==> src/rtl/baud_nco_pkg.sv <==
package baud_nco_pkg;
   // width of (2^MW + M) << (2^EW - 1)
   function automatic int nco_step_w(input int mw, input int ew);
      return mw + 1 + (2 ** ew) - 1;
   endfunction
endpackage

==> src/rtl/baud_nco_norm.sv <==
module baud_nco_norm #(
   parameter int MANT_W = 8,
   parameter int EXP_W  = 4
) (
   input  logic [MANT_W:0]   mant_raw,
   input  logic [EXP_W-1:0]  expo_raw,
   output logic [MANT_W-1:0] mant_n,
   output logic [EXP_W-1:0]  expo_n
);
   localparam logic [EXP_W-1:0] EXP_TOP = '1;

   always_comb begin
      if (!mant_raw[MANT_W]) begin
         mant_n = mant_raw[MANT_W-1:0];
         expo_n = expo_raw;
      end else if (expo_raw != EXP_TOP) begin
         mant_n = '0;
         expo_n = expo_raw + 1'b1;
      end else begin
         mant_n = '1;
         expo_n = EXP_TOP;
      end
   end
endmodule

==> src/rtl/baud_nco_step.sv <==
module baud_nco_step #(
   parameter int MANT_W = 8,
   parameter int EXP_W  = 4,
   parameter int STEP_W = baud_nco_pkg::nco_step_w(MANT_W, EXP_W)
) (
   input  logic [MANT_W-1:0] mant_n,
   input  logic [EXP_W-1:0]  expo_n,
   output logic [STEP_W-1:0] step
);
   logic [STEP_W-1:0] base;

   always_comb begin
      base = '0;
      base[MANT_W:0] = {1'b1, mant_n};
      step = base << expo_n;
   end
endmodule

==> src/rtl/baud_nco_acc.sv <==
module baud_nco_acc #(
   parameter int ACC_W  = 28,
   parameter int STEP_W = 24,
   parameter bit MID_EN = 1'b1
) (
   input  logic              clk,
   input  logic              rst_n,
   input  logic              clr,
   input  logic              en,
   input  logic [STEP_W-1:0] step,
   output logic              tick,
   output logic              mid_tick
);
   localparam int MSB = ACC_W - 1;

   logic [ACC_W-1:0] phase_q;
   logic [ACC_W:0]   sum;
   logic             tick_q;

   always_comb sum = {1'b0, phase_q} + {{(ACC_W + 1 - STEP_W){1'b0}}, step};

   always_ff @(posedge clk or negedge rst_n) begin
      if (!rst_n) begin
         phase_q <= '0;
         tick_q  <= 1'b0;
      end else if (clr) begin
         phase_q <= '0;
         tick_q  <= 1'b0;
      end else if (en) begin
         phase_q <= sum[ACC_W-1:0];
         tick_q  <= sum[ACC_W];
      end else begin
         tick_q  <= 1'b0;
      end
   end

   assign tick = tick_q;

   generate
      if (MID_EN) begin : g_mid
         logic mid_q;
         always_ff @(posedge clk or negedge rst_n) begin
            if (!rst_n)        mid_q <= 1'b0;
            else if (clr)      mid_q <= 1'b0;
            else if (en)       mid_q <= !phase_q[MSB] && sum[MSB];
            else               mid_q <= 1'b0;
         end
         assign mid_tick = mid_q;

         AST_MID_RISE: assert property (@(posedge clk) disable iff (!rst_n)
            mid_tick |-> (phase_q[MSB] && !$past(phase_q[MSB]))) else $error("mid rise");
         AST_MID_APART: assert property (@(posedge clk) disable iff (!rst_n)
            !(mid_tick && tick_q)) else $error("mid with tick");
      end else begin : g_nomid
         assign mid_tick = 1'b0;
      end
   endgenerate

   AST_TICK_WRAP: assert property (@(posedge clk) disable iff (!rst_n)
      tick_q |-> (!phase_q[MSB] && $past(phase_q[MSB]))) else $error("tick w/o wrap");
   AST_TICK_SINGLE: assert property (@(posedge clk) disable iff (!rst_n)
      tick_q |=> !tick_q) else $error("double tick");
   AST_IDLE_HOLD: assert property (@(posedge clk) disable iff (!rst_n)
      (!en && !clr) |=> ($stable(phase_q) && !tick_q && !mid_tick)) else $error("idle moved");
   AST_CLR_ZERO: assert property (@(posedge clk) disable iff (!rst_n)
      clr |=> (phase_q == '0 && !tick_q && !mid_tick)) else $error("clear");
endmodule

==> src/rtl/baud_nco_top.sv <==
module baud_nco_top #(
   parameter int ACC_W  = 28,
   parameter int MANT_W = 8,
   parameter int EXP_W  = 4,
   parameter bit MID_EN = 1'b1
) (
   input  logic              clk,
   input  logic              rst_n,
   input  logic              clr,
   input  logic              en,
   input  logic [MANT_W:0]   mant,
   input  logic [EXP_W-1:0]  expo,
   output logic              tick,
   output logic              mid_tick
);
   localparam int STEP_W = baud_nco_pkg::nco_step_w(MANT_W, EXP_W);

   generate
      if (STEP_W > ACC_W - 1) begin : g_bad_width
         $error("step width %0d must stay below accumulator width %0d", STEP_W, ACC_W);
      end
      if (MANT_W < 1 || EXP_W < 1) begin : g_bad_field
         $error("mantissa and exponent need at least one bit");
      end
   endgenerate

   logic [MANT_W-1:0] mant_n;
   logic [EXP_W-1:0]  expo_n;
   logic [STEP_W-1:0] step;

   baud_nco_norm #(.MANT_W(MANT_W), .EXP_W(EXP_W)) u_norm (
      .mant_raw (mant),
      .expo_raw (expo),
      .mant_n   (mant_n),
      .expo_n   (expo_n)
   );

   baud_nco_step #(.MANT_W(MANT_W), .EXP_W(EXP_W), .STEP_W(STEP_W)) u_step (
      .mant_n (mant_n),
      .expo_n (expo_n),
      .step   (step)
   );

   baud_nco_acc #(.ACC_W(ACC_W), .STEP_W(STEP_W), .MID_EN(MID_EN)) u_acc (
      .clk      (clk),
      .rst_n    (rst_n),
      .clr      (clr),
      .en       (en),
      .step     (step),
      .tick     (tick),
      .mid_tick (mid_tick)
   );

   AST_RESET_QUIET: assert property (@(posedge clk)
      $rose(rst_n) |-> (!tick && !mid_tick)) else $error("reset strobes");
endmodule

==> config.mk <==
export PLATFORM = sky130hd
export DESIGN_NAME = baud_nco_top
export DESIGN_NICKNAME = d
export VERILOG_FILES = /design/src/rtl/baud_nco_pkg.sv /design/src/rtl/baud_nco_norm.sv /design/src/rtl/baud_nco_step.sv /design/src/rtl/baud_nco_acc.sv /design/src/rtl/baud_nco_top.sv
export SDC_FILE = /design/constraint.sdc
export NUM_CORES = 1
export LEC_CHECK = 0
export BUFFER_PORTS_ARGS = -buffer_cell sky130_fd_sc_hd__buf_2
export CAP_MARGIN = 20
export CELL_PAD_IN_SITES_DETAIL_PLACEMENT = 0
export CELL_PAD_IN_SITES_GLOBAL_PLACEMENT = 1
export CORE_UTILIZATION = 45
export DETAILED_ROUTE_END_ITERATION = 12
export GPL_TIMING_DRIVEN = 1
export PLACE_DENSITY = 0.79
export SLEW_MARGIN = 10
export SYNTH_ARGS = -nofsm -noshare
export SYNTH_HDL_FRONTEND = slang
export SYNTH_SLANG_ARGS = --single-unit
export TNS_END_PERCENT = 100
==> constraint.sdc <==
create_clock -name clk -period 3.4 [get_ports clk]
set_input_delay 0.34 -clock clk [delete_from_list [all_inputs] [get_ports clk]]
set_output_delay 0.34 -clock clk [all_outputs]
set_load 0.05 [all_outputs]
==> impl_metrics.csv, run 1 <==
group,metric,value,unit
die,die_y,84.3,um
placed_design,dp_hpwl,6740,um
sta,finalSetupTns,-0.172,ns
global_route,grt_pass1_vias,3300,
synthesis,synth-edff-count,0,
global_route,antenna_found_initial,0,
min_path,min_path_type,"in -> async",
clock_network,cts_hold_buf,0,
setup_path,worst-setup-path-type,"in -> reg",
sta,slew_headroom,48.3,%
sta,tightestPinTransition,0.776,ns
detailed_routing,detail_route.drc_violations,0,
final_layout,antennaDiodeCount,0,
clock_network,clkTransAtPathRegs,0.08,ns
synthesis,yosysTopAreaCell,"dfrtp_1",
global_route,grt_start_max_net_pins,37,
setup_path,crit_fanout,5,
clock_network,cts.sinks,30,
job,max-cap-violations,0,
synthesis,avgSynthCellArea,8.15,um2
final_layout,seqCellArea,751,um2
setup_path,start_kind,"input port",
setup_path,critical_path_arrival,3.64,ns
sta,post-route-min-period,3.50,ns
sta,fin_skew,0.00515,ns
die,fp.dieW,84.3,um
synthesis,yosysMostFrequentCell,"nor2_1",
clock_network,numCtsBuffers,5,
detailed_routing,post_drt_wl_per_cell,16.4,um
die,io_pins,19,
synthesis,ys_ff_latch,30,
synthesis,synth_nets,418,
detailed_routing,vias,3325,
final_layout,layout-drive-gt1-share,39.8,%
synthesis,synth_top_area_share,24.6,%
setup_path,worstSetupEndpointType,"register",
detailed_routing,drtIter0Drc,219,
clock_network,cts_tree,"yes",
final_layout,final_area,4450,um2
die,dieArea,7100,um2
sta,setup_ws,-0.0969,ns
sta,drv_slew,0,
sta,fin_crit_sh,103,%
die,fp.coreArea,6460,um2
power_and_ir_drop,p_per_area,306,nW/um2
run_status,status,"complete, but fails checks",
clock_network,cts_root_buffer,"clkbuf_8",
sta,fmax,286,MHz
synthesis,syn_area,3050,um2
sta,setup_violations,2,
placed_design,dpl_worst_slack,-0.476,ns
synthesis,yosys.cell_types.count,53,
power_and_ir_drop,peakVddDrop,0.000250,V
clock_network,clock_latency,0.29,ns
clock_network,cts_buffer_depth,2,
placed_design,dpl-instance-area,3960,um2
die,num_rows,29,
detailed_routing,via_per_inst,5.73,
clock_network,htreeDepth,2,
global_route,grt_pass1_wl,15300,um
detailed_routing,finalWirelength,9530,um
synthesis,synthCells,374,
final_layout,multi_input_area,2450,um2
sta,whs,0.119,ns
synthesis,yosysSeqAreaShare,24.6,%
sta,rsz0062_at_grt,"yes",
synthesis,yosys_warnings,0,
placed_design,io_buffers,18,
global_route,track_usage,26.8,%
run_status,failed_checks,"negative setup slack",
final_layout,syn2layout_area_growth,45.9,%
power_and_ir_drop,p_leak,0.00226,uW
placed_design,globalplace.congestion,0.907,
global_route,overflow,0,
final_layout,nNetsFinal,546,
synthesis,synth_ff_type,"dfrtp_1",
synthesis,synth_area_leaders,"dfrtp_1 25%, ha_1 11%, mux2i_1 6.9%",
synthesis,async_flop_share,100,%
synthesis,synth_common_cells,"48 x nor2_1, 35 x a21oi_1, 30 x dfrtp_1",
die,initial_core_util,47.2,%
detailed_routing,first_pass_iters,5,
setup_path,crit_required,3.54,ns
final_layout,fillers,531,
detailed_routing,ant_nets,0,
sta,hold_viol,0,
what timing repair did:
action / 4_1_cts / 5_1_grt
gates resized for setup: 7 / 64
endpoints found under the setup margin: 9 / 16
pin swaps: 2 / 37
buffers inserted: 2 / 14
final timing paths:
| path | start | end | slack [ns] | cells after the start |
|---|---|---|---|---|
| min in group clk | u_acc.phase_q[21] | u_acc.phase_q[21] | 0.52 | 2 |
| max in group asynchronous | rst_n | u_acc.phase_q[19] | 2.78 | 1 |
| setup reg to reg | u_acc.phase_q[0] | u_acc.phase_q[18] | 0.57 | 11 |
| hold reg to reg | u_acc.phase_q[21] | u_acc.phase_q[21] | 0.52 | 2 |
| hold / removal | rst_n | u_acc.phase_q[14] | 0.12 | 1 |
| setup / recovery | expo[1] | u_acc.phase_q[27] | -0.1 | 19 |
logic make-up after synthesis:
group | after synthesis | synth area share [%]
adders and majority gates | 27 | 11.3
xor gates and xnor gates | 19 | 5.46
AOI/OAI and AO/OA | 118 | 25.8
and+or+nand+nor | 132 | 21.2
DFF | 30 | 24.6
muxes | 25 | 8.38
buffers and inverters | 23 | 3.20
metrics by stage:
stage	total power, uW	util, %	cells
CTS	1290	63.3	566
floorplan	707	-	374
detailed placement	951	61.4	556
global route	1450	68.8	580
finish	1360	68.8	580
global placement	941	61.4	556
worst max-delay path, stage by stage:
cell	delay [ns]
buf_6	0.10
buf_6	0.10
or2_4	0.25
a21o_1	0.17
a21oi_2	0.16
a211oi_4	0.07
mux2i_1	0.24
o22ai_1	0.13
ha_1	0.33
and3_4	0.19
and2_4	0.16
a221o_1	0.34
o22ai_2	0.14
o31ai_2	0.11
a41o_1	0.25
a21oi_2	0.13
nor2_1	0.05
ha_2	0.31
a211oi_2	0.05
metal layers:
layer	vias to the layer above	share of wire, %	global-route usage (%)
li1	1641	-	-
met1	1585	48	36.2
met2	80	47	45.2
met3	19	2.7	2.75
met4	0	2.0	8.46
met5	-	0	0
state kept, by name, summed over array words and instances (netlist names):
| register | count |
|---|---|
| u_acc.mid_tick | 1 |
| u_acc.phase_q | 28 |
| u_acc.tick | 1 |
power by group:
group	total [uW]	internal, uW	switching, uW
registers	401	382	19.0
logic	640	327	314
clock network	320	163	157
area by class of cell:
cell class / instances / share of cell area [%]
multi-input combinational: 321 / 55.2
timing repair buffer: 138 / 23.1
sequential: 30 / 16.9
tap: 77 / 2.17
clock buffer: 6 / 1.86
inverter: 6 / 0.507
clock inverter: 2 / 0.281
cell usage in the layout (no fill, tap or decap), types with 3 or more instances in the layout:
master / n
a21o_1: 9
o21ai_1: 8
ha_4: 4
nand4_1: 5
clkbuf_8: 6
a211o_1: 6
nand2_1: 27
and2_1: 3
buf_2: 15
o21ai_0: 5
xor2_1: 8
dfrtp_1: 30
nand2b_1: 5
nor3_1: 3
a21oi_2: 7
inv_1: 5
o21ai_2: 3
a21oi_1: 28
a31oi_1: 3
ha_1: 21
o21a_1: 4
and3_1: 3
nor2b_1: 5
buf_4: 116
o211ai_1: 5
a22o_1: 5
nor3b_1: 3
mux2_4: 3
nor2_1: 44
and2_4: 3
buf_6: 6
mux2i_1: 19
o21bai_1: 3
a211oi_2: 6
nand3_1: 6
o22ai_1: 4
a211oi_1: 5
xnor2_1: 11
No activity file was read; power rests on OpenSTA's default activity.
==> run 2: changes to the inputs <==
CORE_MARGIN = 8   (was not set)
==> run 2 against run 1 <==
  * First-iteration DRC count shrank 24%
  * Register-to-register slack gained 0.05 ns
  * Largest cell class unchanged
  * Wire length shrank 2.8%
  * Highest routed layer unchanged
  * Die area grew 36%
  * Largest power group unchanged
  * The flow now finishes without violations
==> impl_metrics.csv, run 2 (synthesis results as in run 1) <==
group,metric,value,unit
global_route,grt_start_max_net_pins,37,
detailed_routing,first_pass_iters,4,
setup_path,path_cells,"buf_8, ha_4, nand3b_1, a211oi_2, a31oi_2, o21ai_2, buf_4, a211oi_2, ha_1, and3_4, and2_4, a221o_1, o22ai_2, o31ai_4, a41o_1, a21oi_2, nor2_1, ha_2, a211oi_2",
global_route,overflow,0,
clock_network,clkTransAtPathRegs,0.08,ns
detailed_routing,ant_nets,0,
final_layout,largest_register_ffs,28,
setup_path,reg2reg_setup_slack,0.62,ns
setup_path,critical_path_arrival,3.55,ns
power_and_ir_drop,peakVddDrop,0.000144,V
sta,fin_crit_sh,99.9,%
sta,hold_viol,0,
final_layout,layout_common_cells,"114 x buf_4, 45 x nor2_1, 30 x dfrtp_1, 28 x a21oi_1, 26 x nand2_1",
clock_network,cts.sinks,30,
setup_path,endpoint,"u_acc.phase_q[27]",
sta,drv_slew,0,
final_layout,antennaDiodeCount,0,
detailed_routing,post_drt_wl_per_cell,15.9,um
clock_network,cts_root_buffer,"clkbuf_8",
setup_path,crit_fanout,3,
clock_network,cts_buffer_depth,2,
sta,setup_ws,0.00437,ns
placed_design,dp_hpwl,6640,um
sta,slew_headroom,46.8,%
setup_path,worst_path_largest_cell_delay,0.33,ns
sta,post-route-min-period,3.40,ns
detailed_routing,finalWirelength,9270,um
placed_design,placed_cells,561,
die,io_pins,19,
clock_network,clock_latency,0.30,ns
global_route,grt_pass1_wl,15200,um
sta,setup_violations,0,
die,initial_core_util,45.6,%
job,max-cap-violations,0,
global_route,antenna_found_initial,0,
setup_path,start_kind,"input port",
placed_design,dpl_worst_slack,-0.545,ns
final_layout,layout-drive-gt1-share,41.9,%
final_layout,final_common_cell,"buf_4",
detailed_routing,detail_route.drc_violations,0,
placed_design,globalplace.congestion,0.914,
die,die_y,98.3,um
setup_path,crit_slowest_cell,"ha_2",
final_layout,syn2layout_area_growth,49.5,%
final_layout,instances_no_fill,583,
setup_path,crit_required,3.55,ns
global_route,track_usage,19.1,%
sta,fin_skew,0.00878,ns
run_status,status,"complete, no violations",
detailed_routing,drtIter0Drc,166,
sta,fmax,294,MHz
setup_path,worstSetupEndpointType,"register",
setup_path,r2r-end,"u_acc.phase_q[26]",
global_route,grt_pass1_vias,3248,
sta,rsz0062_at_grt,"yes",
detailed_routing,vias,3267,
clock_network,numCtsBuffers,5,
die,num_rows,30,
setup_path,worstRegToRegCells,12,
final_layout,top_register,"u_acc.phase_q",
sta,finalSetupTns,0,ns
power_and_ir_drop,p_leak,0.00228,uW
sta,tightestPinTransition,0.798,ns
clock_network,htreeDepth,2,
die,fp.dieW,98.3,um
die,fp.coreArea,6680,um2
detailed_routing,via_per_inst,5.60,
power_and_ir_drop,finalPower,1390,uW
setup_path,worst-setup-path-type,"in -> reg",
min_path,min_path_type,"in -> async",
clock_network,cts_tree,"yes",
setup_path,reg2reg_from,"u_acc.phase_q[0]",
placed_design,io_buffers,18,
final_layout,nNetsFinal,546,
setup_path,setup.worst_path.start,"expo[1]",
final_layout,fillers,557,
setup_path,crit_top_cell,"a211oi_2",
power_and_ir_drop,p_per_area,305,nW/um2
die,dieArea,9660,um2
run 2: worst min-delay path by stage:
stage                             endpoint  slack [ns]  depth (start not counted)
after floorplan             u_acc.mid_tick        0.04                          0
final                     u_acc.phase_q[0]        0.09                          1
after global routing      u_acc.phase_q[0]        0.16                          1
after detailed placement  u_acc.phase_q[0]        0.46                          1
after global placement    u_acc.phase_q[0]        0.46                          1
after CTS                 u_acc.phase_q[0]        0.14                          1
run 2: stage by stage:
| step | utilization (%) | hold WS [ns] | area [um2] |
|---|---|---|---|
| after floorplan | - | 0.0444 | 3110 |
| after global placement | 59.6 | 0.458 | 3980 |
| after detailed placement | 59.6 | 0.458 | 3980 |
| after CTS | 63.8 | 0.136 | 4260 |
| after global routing | 68.2 | 0.165 | 4560 |
| final | 68.2 | 0.0948 | 4560 |
run 2: what timing repair did:
| item | in CTS | in global routing |
|---|---|---|
| buffers inserted | 9 | 4 |
| hold buffers | 0 | 0 |
| pin swaps | 31 | 34 |
| resized for setup | 30 | 52 |
| cloned | 0 | 2 |
| setup endpoints to repair | 11 | 16 |
run 2: layout make-up:
| class | count | area (um2) | area share [%] |
|---|---|---|---|
| clock buffers | 6 | 82.6 | 1.81 |
| clock inverters | 2 | 12.5 | 0.275 |
| inverters | 6 | 26.3 | 0.577 |
| multi-input cells | 321 | 2530 | 55.6 |
| flip-flops and latches | 30 | 751 | 16.5 |
| well taps | 80 | 100 | 2.20 |
| repair buffers | 138 | 1050 | 23.0 |
run 2: where the power goes:
group	total (uW)	internal, uW	switching [uW]
clock network	331	163	168
logic	659	347	312
registers	402	381	20.1
total	1390	891	500
run 2: worst max-delay path, delay by kind of cell:
kind / cells / cell delay, ns
fa+ha+maj: 3 / 0.85
simple gates: 4 / 0.57
buf+inv: 2 / 0.26
compound gates: 10 / 1.54
run 2: layer usage:
metal	GRT usage, %	vias to the layer above	routed length, um
met3	2.92	8	252
met2	33.6	49	4610
met5	0	-	0
met4	3.90	0	79
li1	-	1639	-
met1	23.8	1571	4330
==> run 3: changes to the inputs <==
CORE_UTILIZATION = 47   (was 45)
PLACE_DENSITY = 0.82   (was 0.79)
==> run 3 against run 2 <==
  * The flow now finishes with violations (negative setup slack)
  * Non-clock buffer count shrank 7
  * Maximum frequency shrank 0.34%
  * Global-route usage grew 1.9 points
  * Clock power is essentially flat
  * First-iteration DRC count grew 1.8%
  * Wire length grew 1.1%
  * Via count grew 0.12%
  * Register-to-register slack lost 0.10 ns
  * Critical endpoint unchanged
  * Utilization grew 0.52 points
  * Worst setup slack lost 0.011 ns
  * Total power shrank 2.8%
  * Flip-flop and latch count is the same
==> impl_metrics.csv, run 3 (synthesis results as in run 1) <==
group,metric,value,unit
sta,drv_slew,0,
detailed_routing,vias,3271,
clock_network,cts_root_buffer,"clkbuf_8",
die,num_rows,29,
sta,fin_crit_sh,100,%
clock_network,numCtsBuffers,5,
setup_path,worstSetupEndpointType,"register",
detailed_routing,drtIter0Drc,169,
die,die_y,96.5,um
detailed_routing,ant_nets,0,
setup_path,crit_fanout,5,
sta,tightestPinTransition,0.783,ns
placed_design,globalplace.congestion,0.925,
placed_design,io_buffers,18,
die,io_pins,19,
detailed_routing,first_pass_iters,5,
global_route,grt_pass1_wl,15400,um
final_layout,antennaDiodeCount,0,
final_layout,layout-drive-gt1-share,38.1,%
sta,post-route-min-period,3.41,ns
sta,fmax,294,MHz
power_and_ir_drop,peakVddDrop,0.000240,V
final_layout,syn2layout_area_growth,42.4,%
setup_path,crit_required,3.61,ns
setup_path,reg2reg_from,"u_acc.phase_q[0]",
global_route,overflow,0,
setup_path,worst_path_largest_cell_delay,0.34,ns
setup_path,setup.worst_path.start,"expo[0]",
detailed_routing,finalWirelength,9370,um
setup_path,critical_path_arrival,3.61,ns
setup_path,critical_path_buf_inv_count,2,
detailed_routing,detail_route.drc_violations,0,
detailed_routing,post_drt_wl_per_cell,16.3,um
global_route,grt_pass1_vias,3279,
final_layout,final_common_cell,"buf_4",
clock_network,cts_buffer_depth,2,
clock_network,cts.sinks,30,
sta,setup_violations,1,
clock_network,clock_latency,0.30,ns
final_layout,final_area,4340,um2
die,dieArea,9310,um2
power_and_ir_drop,p_leak,0.00223,uW
setup_path,worst-setup-path-type,"in -> reg",
die,fp.coreArea,6310,um2
die,initial_core_util,48.3,%
detailed_routing,via_per_inst,5.71,
final_layout,top_register,"u_acc.phase_q",
placed_design,dpl-instance-area,3930,um2
final_layout,nNetsFinal,539,
power_and_ir_drop,p_per_area,312,nW/um2
setup_path,path_cells,"buf_8, ha_4, nand3b_1, a211oi_2, a31oi_1, o21ai_2, buf_4, o22ai_1, ha_1, a21oi_2, o21ai_1, a221o_1, o22ai_2, o31ai_2, a41o_1, a21oi_2, nor2_1, ha_2, a211oi_2",
clock_network,clkTransAtPathRegs,0.08,ns
clock_network,cts_tree,"yes",
clock_network,htreeDepth,2,
run_status,failed_checks,"negative setup slack",
global_route,grt_start_max_net_pins,37,
final_layout,layout_common_cells,"108 x buf_4, 45 x nor2_1, 30 x dfrtp_1, 27 x nand2_1, 26 x a21oi_1",
sta,finalSetupTns,-0.00703,ns
placed_design,dp_hpwl,6590,um
final_layout,largest_register_ffs,28,
min_path,min_path_type,"in -> async",
sta,rsz0062_at_grt,"yes",
setup_path,crit_slowest_cell,"ha_1",
sta,slew_headroom,47.8,%
setup_path,start_kind,"input port",
die,fp.dieW,96.5,um
global_route,antenna_found_initial,0,
global_route,track_usage,21.0,%
sta,fin_skew,0.00734,ns
sta,setup_ws,-0.00703,ns
setup_path,cp_top_family,"compound AO/OA/AOI/OAI gates",
sta,hold_viol,0,
run_status,status,"complete, but fails checks",
job,max-cap-violations,0,
-- run 3: cell count changes in the layout (fill, tap and decap cells not counted), sizes merged --
cell	change
buf	-5
clkbuf	-2
-- run 3: report_power, final --
part	switching, uW	internal (uW)	leakage, uW	total (uW)
Clock	170	163	0.0000472	333
Sequential	18.9	381	0.000409	400
Combinational	306	312	0.00177	619
Total	496	857	0.00223	1350
-- run 3: worst paths after layout --
| kind | slack [ns] | cells after the start | endpoint |
|---|---|---|---|
| max | -0.007 | 19 | u_acc.phase_q[27] |
| min | 0.10 | 1 | u_acc.phase_q[15] |
| max reg2reg | 0.52 | 12 | u_acc.phase_q[26] |
| min reg2reg | 0.53 | 2 | u_acc.phase_q[4] |
| max in group asynchronous | 2.81 | 1 | u_acc.phase_q[22] |
| min in group clk | 0.53 | 2 | u_acc.phase_q[19] |
-- run 3: through the flow --
| step | power, uW | setup WS [ns] | utilization [%] | hold WS (ns) | cells |
|---|---|---|---|---|---|
| floorplan | 707 | -0.147 | - | 0.0444 | 374 |
| global placement | 932 | -0.420 | 62.2 | 0.445 | 548 |
| detailed placement | 946 | -0.581 | 62.2 | 0.445 | 548 |
| CTS | 1300 | -0.0462 | 66.1 | 0.130 | 566 |
| global route | 1430 | -0.149 | 68.7 | 0.174 | 573 |
| finish | 1350 | -0.00703 | 68.7 | 0.104 | 573 |
-- run 3: what timing repair did --
action	CTS	global route
gates resized for setup	18	38
hold buffers	0	0
pin swaps	16	18
setup endpoints to repair	15	15
setup buffers	10	7
-- run 3: final cells by class --
type	count	area [um2]
Inverter	6	26.3
Fill cell	523	1980
Tap cell	77	96.3
Sequential cell	30	751
Multi-Input combinational cell	321	2370
Clock inverter	2	12.5
Clock buffer	6	82.6
Timing Repair Buffer	131	995
-- run 3: metal layers --
metal | vias up | share of wire, % | track usage [%] | routed length [um]
met4 | 0 | 2.0 | 8.45 | 189
li1 | 1633 | - | - | -
met5 | - | 0 | 0 | 0
met1 | 1550 | 47 | 27.5 | 4400
met3 | 16 | 3.9 | 2.78 | 365
met2 | 72 | 47 | 34.1 | 4410
